<file path="config.mk">
export PLATFORM = sky130hd
export DESIGN_NAME = adc_readout
export DESIGN_NICKNAME = d
export VERILOG_FILES = /design/src/rtl/adcrd_pkg.sv /design/src/rtl/adcrd_ctrl.sv /design/src/rtl/adcrd_dpath.sv /design/src/rtl/adc_readout.sv
export SDC_FILE = /design/constraint.sdc
export NUM_CORES = 1
export LEC_CHECK = 0
export ABC_AREA = 1
export CAP_MARGIN = 40
export CORE_UTILIZATION = 53
export DETAILED_ROUTE_END_ITERATION = 7
export GPL_TIMING_DRIVEN = 0
export MAX_ROUTING_LAYER = met4
export PLACE_DENSITY = 0.76
export SLEW_MARGIN = 20
export SYNTH_ARGS = -nofsm -noshare
export SYNTH_HDL_FRONTEND = slang
export SYNTH_SLANG_ARGS = --single-unit
</file>
<file path="constraint.sdc">
create_clock -name clk -period 4.3 [get_ports clk]
set_clock_uncertainty 0.2 [all_clocks]
set_input_delay 0.86 -clock clk [delete_from_list [all_inputs] [get_ports clk]]
set_output_delay 0.86 -clock clk [all_outputs]
set_load 0.05 [all_outputs]
</file>
<file path="src/rtl/adcrd_pkg.sv">
package adcrd_pkg;

  // command codes on cmdOp
  localparam logic [1:0] OP_NORMAL = 2'd0;
  localparam logic [1:0] OP_NAP    = 2'd1;
  localparam logic [1:0] OP_SLEEP  = 2'd2;

  // strobes from control to datapath
  typedef struct packed {
    logic shift;  // capture adcDout into the result shifter
    logic push;   // move the finished word to the output register
  } dpCtl_t;

endpackage

</file>
<file path="src/rtl/adcrd_ctrl.sv">
module adcrd_ctrl
  import adcrd_pkg::*;
#(
  parameter int DATA_W      = 12,
  parameter int LEAD_ZEROS  = 3,
  parameter int FRAME_LEN   = 16,
  parameter int PD_LEN      = 8,
  parameter int TRACK_EDGE  = 14,
  parameter int HALF_DIV    = 2,
  parameter int ACQ_CYC     = 25,
  parameter int MIN_ACQ_CYC = 25
) (
  input  logic       clk,
  input  logic       rstN,
  input  logic       cmdValid,
  input  logic [1:0] cmdOp,
  output logic       cmdReady,
  output logic       adcCnvstN,
  output logic       adcSclk,
  output logic       busy,
  output dpCtl_t     dpCtl
);

  localparam int EDGE_W  = $clog2(FRAME_LEN + 1);
  localparam int DIV_W   = $clog2(HALF_DIV + 1);
  localparam int ACQ_EFF = (ACQ_CYC > MIN_ACQ_CYC) ? ACQ_CYC : MIN_ACQ_CYC;
  localparam int ACQ_W   = $clog2(ACQ_EFF + 1);
  localparam logic [EDGE_W-1:0] FULL_E  = EDGE_W'(FRAME_LEN);
  localparam logic [EDGE_W-1:0] SHORT_E = EDGE_W'(PD_LEN);
  localparam logic [EDGE_W-1:0] TRACK_E = EDGE_W'(TRACK_EDGE - 1);
  localparam logic [EDGE_W-1:0] LEAD_E  = EDGE_W'(LEAD_ZEROS);
  localparam logic [EDGE_W-1:0] DEND_E  = EDGE_W'(LEAD_ZEROS + DATA_W);
  localparam logic [DIV_W-1:0]  DIV_TOP = DIV_W'(HALF_DIV - 1);

  typedef enum logic [1:0] {ST_IDLE, ST_SHIFT, ST_ACQ} ctlSt_t;

  ctlSt_t              state;
  logic [DIV_W-1:0]    divCnt;
  logic [EDGE_W-1:0]   edgeCnt;
  logic [ACQ_W-1:0]    acqLeft;
  logic                shortFrame, discard, calPend, fpdPend;
  logic                tick, riseNow, fallNow, lastFall, trackEdge, acqLoad;
  logic                startOk, startCal, startFpd2, cmdFire, startAny, newShort;

  always_comb begin
    tick      = (state == ST_SHIFT) && (divCnt == DIV_TOP);
    riseNow   = tick && !adcSclk;
    fallNow   = tick && adcSclk;
    lastFall  = fallNow && (edgeCnt == (shortFrame ? SHORT_E : FULL_E));
    trackEdge = riseNow && !shortFrame && (edgeCnt == TRACK_E);
    acqLoad   = trackEdge || (lastFall && shortFrame);
    startOk   = (state == ST_IDLE) && (acqLeft == '0);
    startCal  = startOk && calPend;
    startFpd2 = startOk && !calPend && fpdPend;
    cmdReady  = startOk && !calPend && !fpdPend;
    cmdFire   = cmdValid && cmdReady;
    startAny  = startCal || startFpd2 || cmdFire;
    newShort  = startFpd2 || (cmdFire && (cmdOp == OP_NAP || cmdOp == OP_SLEEP));
    dpCtl.shift = riseNow && (edgeCnt >= LEAD_E) && (edgeCnt < DEND_E);
    dpCtl.push  = lastFall && !shortFrame && !discard;
    busy        = (state != ST_IDLE);
  end

  always_ff @(posedge clk) begin
    if (!rstN) begin
      state      <= ST_IDLE;
      adcCnvstN  <= 1'b1;
      adcSclk    <= 1'b0;
      divCnt     <= '0;
      edgeCnt    <= '0;
      acqLeft    <= '0;
      shortFrame <= 1'b0;
      discard    <= 1'b0;
      calPend    <= 1'b1;
      fpdPend    <= 1'b0;
    end else begin
      if (acqLoad)            acqLeft <= ACQ_W'(ACQ_EFF);
      else if (acqLeft != '0) acqLeft <= acqLeft - ACQ_W'(1);
      case (state)
        ST_IDLE: if (startAny) begin
          state      <= ST_SHIFT;
          adcCnvstN  <= 1'b0;
          divCnt     <= '0;
          edgeCnt    <= '0;
          shortFrame <= newShort;
          discard    <= startCal;
          if (startCal)  calPend <= 1'b0;
          if (startFpd2) fpdPend <= 1'b0;
          if (cmdFire && cmdOp == OP_SLEEP) fpdPend <= 1'b1;
        end
        ST_SHIFT: begin
          if (tick) begin
            divCnt  <= '0;
            adcSclk <= !adcSclk;
            if (riseNow) edgeCnt <= edgeCnt + EDGE_W'(1);
            if (lastFall) begin
              adcCnvstN <= 1'b1;
              state     <= ST_ACQ;
            end
          end else begin
            divCnt <= divCnt + DIV_W'(1);
          end
        end
        ST_ACQ: if (acqLeft == '0) state <= ST_IDLE;
        default: state <= ST_IDLE;
      endcase
    end
  end

  // assertion-side counter: cycles since the last tracking edge
  logic [ACQ_W:0] sinceTrack;
  logic           trackSeen;
  always_ff @(posedge clk) begin
    if (!rstN) begin
      sinceTrack <= '0;
      trackSeen  <= 1'b0;
    end else if (trackEdge) begin
      sinceTrack <= '0;
      trackSeen  <= 1'b1;
    end else if (sinceTrack != '1) begin
      sinceTrack <= sinceTrack + (ACQ_W+1)'(1);
    end
  end

  p_acq_gap_r8: assert property (@(posedge clk) disable iff (!rstN)
    (trackSeen && $fell(adcCnvstN)) |-> (sinceTrack >= (ACQ_W+1)'(ACQ_EFF)));

  p_capture_low_r4: assert property (@(posedge clk) disable iff (!rstN)
    dpCtl.shift |-> (!adcCnvstN && !adcSclk));

  p_busy_frame_r9: assert property (@(posedge clk) disable iff (!rstN)
    !adcCnvstN |-> (busy && !cmdReady));

  p_frame_len_r3: assert property (@(posedge clk) disable iff (!rstN)
    ($rose(adcCnvstN) && !shortFrame) |-> (edgeCnt == FULL_E));

  p_pd_window_r5: assert property (@(posedge clk) disable iff (!rstN)
    ($rose(adcCnvstN) && shortFrame) |-> (edgeCnt > EDGE_W'(3) && edgeCnt <= TRACK_E));

endmodule

</file>
<file path="src/rtl/adcrd_dpath.sv">
module adcrd_dpath
  import adcrd_pkg::*;
#(
  parameter int DATA_W = 12
) (
  input  logic              clk,
  input  logic              rstN,
  input  dpCtl_t            dpCtl,
  input  logic              adcDout,
  input  logic              sampleReady,
  output logic              sampleValid,
  output logic [DATA_W-1:0] sampleData,
  output logic              overrun
);

  logic [DATA_W-1:0] shiftReg;

  always_ff @(posedge clk) begin
    if (!rstN)            shiftReg <= '0;
    else if (dpCtl.shift) shiftReg <= {shiftReg[DATA_W-2:0], adcDout};
  end

  always_ff @(posedge clk) begin
    if (!rstN) begin
      sampleValid <= 1'b0;
      sampleData  <= '0;
      overrun     <= 1'b0;
    end else if (dpCtl.push) begin
      sampleValid <= 1'b1;
      sampleData  <= shiftReg;
      if (sampleValid && !sampleReady) overrun <= 1'b1;
    end else if (sampleValid && sampleReady) begin
      sampleValid <= 1'b0;
    end
  end

  p_hold_r10: assert property (@(posedge clk) disable iff (!rstN)
    (sampleValid && !sampleReady && !dpCtl.push) |=> (sampleValid && $stable(sampleData)));

  p_sticky_r11: assert property (@(posedge clk) disable iff (!rstN)
    overrun |=> overrun);

endmodule

</file>
<file path="src/rtl/adc_readout.sv">
module adc_readout
  import adcrd_pkg::*;
#(
  parameter int DATA_W      = 12,
  parameter int LEAD_ZEROS  = 3,
  parameter int FRAME_LEN   = 16,
  parameter int PD_LEN      = 8,
  parameter int TRACK_EDGE  = 14,
  parameter int HALF_DIV    = 2,
  parameter int ACQ_CYC     = 25,
  parameter int MIN_ACQ_CYC = 25
) (
  input  logic              clk,
  input  logic              rstN,
  input  logic              cmdValid,
  input  logic [1:0]        cmdOp,
  output logic              cmdReady,
  output logic              adcCnvstN,
  output logic              adcSclk,
  input  logic              adcDout,
  output logic              sampleValid,
  input  logic              sampleReady,
  output logic [DATA_W-1:0] sampleData,
  output logic              busy,
  output logic              overrun
);

  dpCtl_t dpCtl;

  adcrd_ctrl #(
    .DATA_W(DATA_W), .LEAD_ZEROS(LEAD_ZEROS), .FRAME_LEN(FRAME_LEN),
    .PD_LEN(PD_LEN), .TRACK_EDGE(TRACK_EDGE), .HALF_DIV(HALF_DIV),
    .ACQ_CYC(ACQ_CYC), .MIN_ACQ_CYC(MIN_ACQ_CYC)
  ) u_ctrl (
    .clk(clk), .rstN(rstN), .cmdValid(cmdValid), .cmdOp(cmdOp),
    .cmdReady(cmdReady), .adcCnvstN(adcCnvstN), .adcSclk(adcSclk),
    .busy(busy), .dpCtl(dpCtl)
  );

  adcrd_dpath #(.DATA_W(DATA_W)) u_dpath (
    .clk(clk), .rstN(rstN), .dpCtl(dpCtl), .adcDout(adcDout),
    .sampleReady(sampleReady), .sampleValid(sampleValid),
    .sampleData(sampleData), .overrun(overrun)
  );

endmodule

</file>
==> impl_metrics.toml, run 1 <==
[status]
outcome = "complete, no violations"

[logic_synthesis]
synth_nets = 331
synth_top_area_share_pct = 41.9
syn_area_per_cell_um2 = 6.91
synth_warnings = 0
synth_seq_cells = 46
seq_area_frac_synth_pct = 41.9
synth_cell_type_count = 29
async_flop_share_pct = 0
synth_area_leader_cell = "dfxtp_1"
synth_edf_count = 0
synth_area_leaders = "dfxtp_1 (42%), nor2_1 (11%), nand2_1 (11%)"
syn_inst = 318
netlist_area_um2 = 2200
synth_flop_cell = "dfxtp_1"

[floorplanning]
core-area_um2 = 4000
fp.dieW_um = 66.4
rows = 23
die_area_um2 = 4410
die_y_um = 66.4
ios = 25
initial_core_util_pct = 55.0

[grt]
grt_pass1_wl_mm = 7.53
grt_pass1_vias = 1648
grtUsageTotal_pct = 23.4
antenna_found_initial = 0
grt_overflow = 0
grt_max_degree = 15

[clocking]
cts_resized = 0
clockBufferDepth = 2
cts_buffers = 5
clkSinkCount = 46
cts-root-buf = "clkbuf_8"
cts_tree = "yes"
htree_levels = 2
clkSlewWorstSetupHoldPaths_ns = 0.08
worstSkewPairLatency_ns = 0.30
post-cts-setup-buffer-count = 0
hold_buffers = 0

[placed_design]
routabilityCongestion = 0.902
place_area_um2 = 2490
dp_hpwl_mm = 3.05
portBuffers = 23
preCtsSetupSlack_ns = 1.25

[worst_setup_path]
arrival_ns = 2.31
end_kind = "output pin"
critPathKind = "flip-flop to output pin"
rr_startpoint = "u_ctrl.edgeCnt[0]"
worstPathRequired_ns = 3.24
cp-start-kind = "flip-flop"
startpoint = "u_ctrl.acqLeft[0]"
cp_max_fo = 4

[route]
vias = 1907
drc = 0
via_per_inst = 4.78
drtIter0Drc = 89
drt_wl_total_mm = 4.29
ant_nets = 0
drtPass1Iterations = 4
wl_per_cell_um = 10.7

[sta]
fin_ws_ns = 0.926
rsz0062_at_grt = "no"
tightest_slew_ns = 0.532
period_share_pct = 78.5
max_freq_mhz = 296
slew_violations = 0
timing.final.hold_violations = 0
setup_viol = 0
holdWs_ns = 0.267
period_needed_ns = 3.37
relSlewSlack_pct = 64.5
setup_tns_ns = 0

[pwr]
ir_drop_mv = 0.282
powerDensity_nw_per_um2 = 455
power.leakage_uw = 0.00118

[min_path]
hold_start = "u_ctrl.discard"
hold_class = "flip-flop to flip-flop"

[job]
cap_violations = 0

[final_layout]
design_area_um2 = 2590
drive_above_1_share_pct = 9.17
syn_to_final_growth_pct = 17.6
fin_nets = 361
insertedDiodeCount = 0
## logic make-up after synthesis
family	synth area share, %
buffers and inverters	12.2
DFF	41.9
and+or+nand+nor	36.0
adders and majority gates	3.41
xor gates and xnor gates	0.797
AOI/OAI and AO/OA	5.63
## worst paths after layout
kind	end	cells after the start	slack [ns]
worst max-delay path	cmdReady	9	0.93
worst min-delay path	u_ctrl.discard	2	0.27
worst max register to register	u_dpath.shiftReg[1]	8	2.48
worst min register to register	u_ctrl.discard	2	0.27
## cell usage in the layout (no fill, tap or decap), types with 3 or more instances in the layout
cell type / n
clkbuf_1: 4
clkbuf_8: 6
nand3_1: 34
nand2_1: 62
inv_1: 48
nor2_1: 63
nor2_2: 4
ha_1: 6
dfxtp_1: 46
o21ai_0: 3
clkdlybuf4s50_1: 23
a21oi_1: 15
inv_2: 6
## stage by stage
stage	utilization, %	cells	power [uW]
6_report	64.7	399	1180
5_1_grt	64.7	399	1280
4_1_cts	64.7	399	1180
3_5_place_dp	62.3	391	908
3_3_place_gp	62.3	391	899
2_1_floorplan	-	318	817
## state kept, by name, summed over array words and instances, names as in the netlist
register and flops:
u_ctrl.fpdPend 1, u_ctrl.discard 1, u_ctrl.adcSclk 1, u_ctrl.edgeCnt 5, u_dpath.overrun 1, u_ctrl.state 2, u_ctrl.calPend 1, u_ctrl.divCnt 2
u_dpath.sampleData 12, u_ctrl.adcCnvstN 1, u_dpath.sampleValid 1, u_ctrl.acqLeft 5, u_dpath.shiftReg 12, u_ctrl.shortFrame 1
## synth_stat cells, types with 3 or more instances
cell type,count
nand3_1,34
nand2_1,62
o21ai_0,3
clkbuf_1,4
nor2_1,63
a21oi_1,15
dfxtp_1,46
ha_1,6
inv_1,48
nor2_2,4
inv_2,6
## worst max-delay path: stages, from the launching register on
cell and delay (ns):
dfxtp_1 0.33, inv_1 0.12, ha_1 0.16, inv_1 0.04, nor2_2 0.14, nand3_1 0.14, inv_2 0.10, nand2_1 0.06
nor2_1 0.11, clkdlybuf4s50_1 0.81
## power breakdown
group          switching, uW  internal (uW)  leakage [uW]  total, uW
Combinational            257            136      0.000759        393
Clock                    146            129     0.0000472        275
Sequential              36.7            472      0.000373        508
## final cells by class
| class | count | area (um^2) |
|---|---|---|
| buffer | 11 | 66.3 |
| clock buffer | 6 | 82.6 |
| clock inverter | 2 | 12.5 |
| fill | 364 | 1410 |
| inverter | 54 | 203 |
| multi-input combinational | 207 | 1010 |
| sequential | 46 | 921 |
| tap | 50 | 62.6 |
| timing repair buffer | 23 | 230 |
## metal layers
metal  wire length [um]  vias up  track usage, %  part of all wire (%)
met2               1950       39            34.7                    45
met5                  0        -               -                     0
met3                193        6            6.72                   4.5
met4                 52        0            7.18                   1.2
met1               2090      835            30.6                    49
li1                   -     1027               -                     -
Power figures use the tool's default switching activity.
==> inputs of run 2 (changes only) <==
==> constraint.sdc (replaced) <==
create_clock -name clk -period 3.3 [get_ports clk]
set_clock_uncertainty 0.2 [all_clocks]
set_input_delay 0.66 -clock clk [delete_from_list [all_inputs] [get_ports clk]]
set_output_delay 0.66 -clock clk [all_outputs]
set_load 0.05 [all_outputs]
==> run 2 against run 1 <==
Against the previous run:
- power grew 30%
- wire length is essentially flat
- cell area is essentially flat
- die area is the same
- via count shrank 0.10%
- clock power grew 31%
- first-iteration DRC count is the same
- core utilization grew 0.062 points
- count of clock-buffer cells in the layout is the same
- critical path depth is the same
==> impl_metrics.toml, run 2 (synthesis results as in run 1) <==
[sta]
period_needed_ns = 2.78
relSlewSlack_pct = 64.5
rsz0062_at_grt = "no"
setup_tns_ns = 0
max_freq_mhz = 359
tightest_slew_ns = 0.532
slew_violations = 0
setup_viol = 0
timing.final.hold_violations = 0
period_share_pct = 84.4

[floorplanning]
ios = 25
core-area_um2 = 4000
die_area_um2 = 4410
fp.dieW_um = 66.4
initial_core_util_pct = 55.0
rows = 23
die_y_um = 66.4

[final_layout]
final_core_util_pct = 64.7
seqCellArea_um2 = 921
final_common_cell = "nor2_1"
fin_nets = 361
insertedDiodeCount = 0
drive_above_1_share_pct = 9.17
fill_cells = 363
layout_common_cells = "nor2_1 (63), nand2_1 (62), inv_1 (48)"
syn_to_final_growth_pct = 17.8
multi_input_area_um2 = 1010
reg_top3 = "u_dpath.sampleData x12, u_dpath.shiftReg x12"

[route]
drt_wl_total_mm = 4.29
drtIter0Drc = 89
via_per_inst = 4.77
ant_nets = 0
vias = 1905
wl_per_cell_um = 10.7
drtPass1Iterations = 4
drc = 0

[clocking]
clockBufferDepth = 2
cts_tree = "yes"
cts-root-buf = "clkbuf_8"
hold_buffers = 0
clkSlewWorstSetupHoldPaths_ns = 0.08
htree_levels = 2
clkSinkCount = 46
cts_buffers = 5
worstSkewPairLatency_ns = 0.30

[worst_setup_path]
rr_startpoint = "u_ctrl.edgeCnt[0]"
worstPathRequired_ns = 2.44
r2r-end = "u_dpath.shiftReg[1]"
cp_max_fo = 4
end_kind = "output pin"
cp-start-kind = "flip-flop"
arrival_ns = 1.92
worst_r2r_path_depth = 8
r2r_setup_slack_ns = 1.48
critPathKind = "flip-flop to output pin"

[grt]
grt_overflow = 0
grt_pass1_wl_mm = 7.53
grt_pass1_vias = 1648
grt_max_degree = 15
antenna_found_initial = 0
grtUsageTotal_pct = 23.4

[min_path]
min_to = "u_ctrl.discard"
hold_start = "u_ctrl.discard"
hold_class = "flip-flop to flip-flop"
whs_path_depth = 2

[pwr]
ir_drop_mv = 0.370
powerDensity_nw_per_um2 = 592
power.leakage_uw = 0.00120
power_uw = 1530

[placed_design]
portBuffers = 23
dp_hpwl_mm = 3.05
routabilityCongestion = 0.902

[status]
outcome = "complete, no violations"

[job]
cap_violations = 0
[run 2: report_power, final]
part,leakage (uW),internal (uW),switching (uW),total (uW)
clock,0.0000472,168,190,359
sequential,0.000373,615,47.8,663
combinational,0.000777,177,334,511
[run 2: layout make-up]
cell class,instances,area share [%]
Tap cell,50,2.42
Timing Repair Buffer,23,8.99
Multi-Input combinational cell,207,39.0
Inverter,54,7.83
Buffer,11,2.56
Sequential cell,46,35.6
Clock buffer,6,3.19
Clock inverter,2,0.483
[run 2: worst max path at each step]
stage	from	endpoint	slack (ns)	cells after the start
after floorplan	u_ctrl.acqLeft[0]	cmdReady	0.83	8
after global placement	u_ctrl.acqLeft[0]	cmdReady	0.45	9
after detailed placement	u_ctrl.acqLeft[0]	cmdReady	0.45	9
after CTS	u_ctrl.acqLeft[0]	cmdReady	0.12	9
after global routing	u_ctrl.acqLeft[0]	cmdReady	0.35	9
final	u_ctrl.acqLeft[0]	cmdReady	0.52	9
[run 2: per-stage QoR]
stage               std cells  instance area, um^2  setup WS, ns  hold WS (ns)
floorplan                 318                 2200         0.834         0.240
global placement          391                 2490         0.455         0.240
detailed placement        391                 2490         0.451         0.247
CTS                       399                 2590         0.124         0.268
global route              399                 2590         0.354         0.293
finish                    399                 2590         0.515         0.267
[run 2: worst max-delay path, stage by stage (launching register included)]
cell	delay (ns)
dfxtp_1	0.33
inv_1	0.12
ha_1	0.16
inv_1	0.04
nor2_2	0.14
nand3_1	0.14
inv_2	0.10
nand2_1	0.06
nor2_1	0.11
dlymetal6s2s_1	0.43
[run 2: repair_timing]
item                       CTS  global route
gates resized for setup      0             1
setup endpoints to repair    0             1
setup buffers                0             0
hold endpoints to repair     0             0
[run 2: per-layer routing]
metal  wire [um]  global-route usage [%]
met5           0                       -
met4          52                    7.18
met3         187                    6.72
met2        1960                    34.7
met1        2090                    30.6
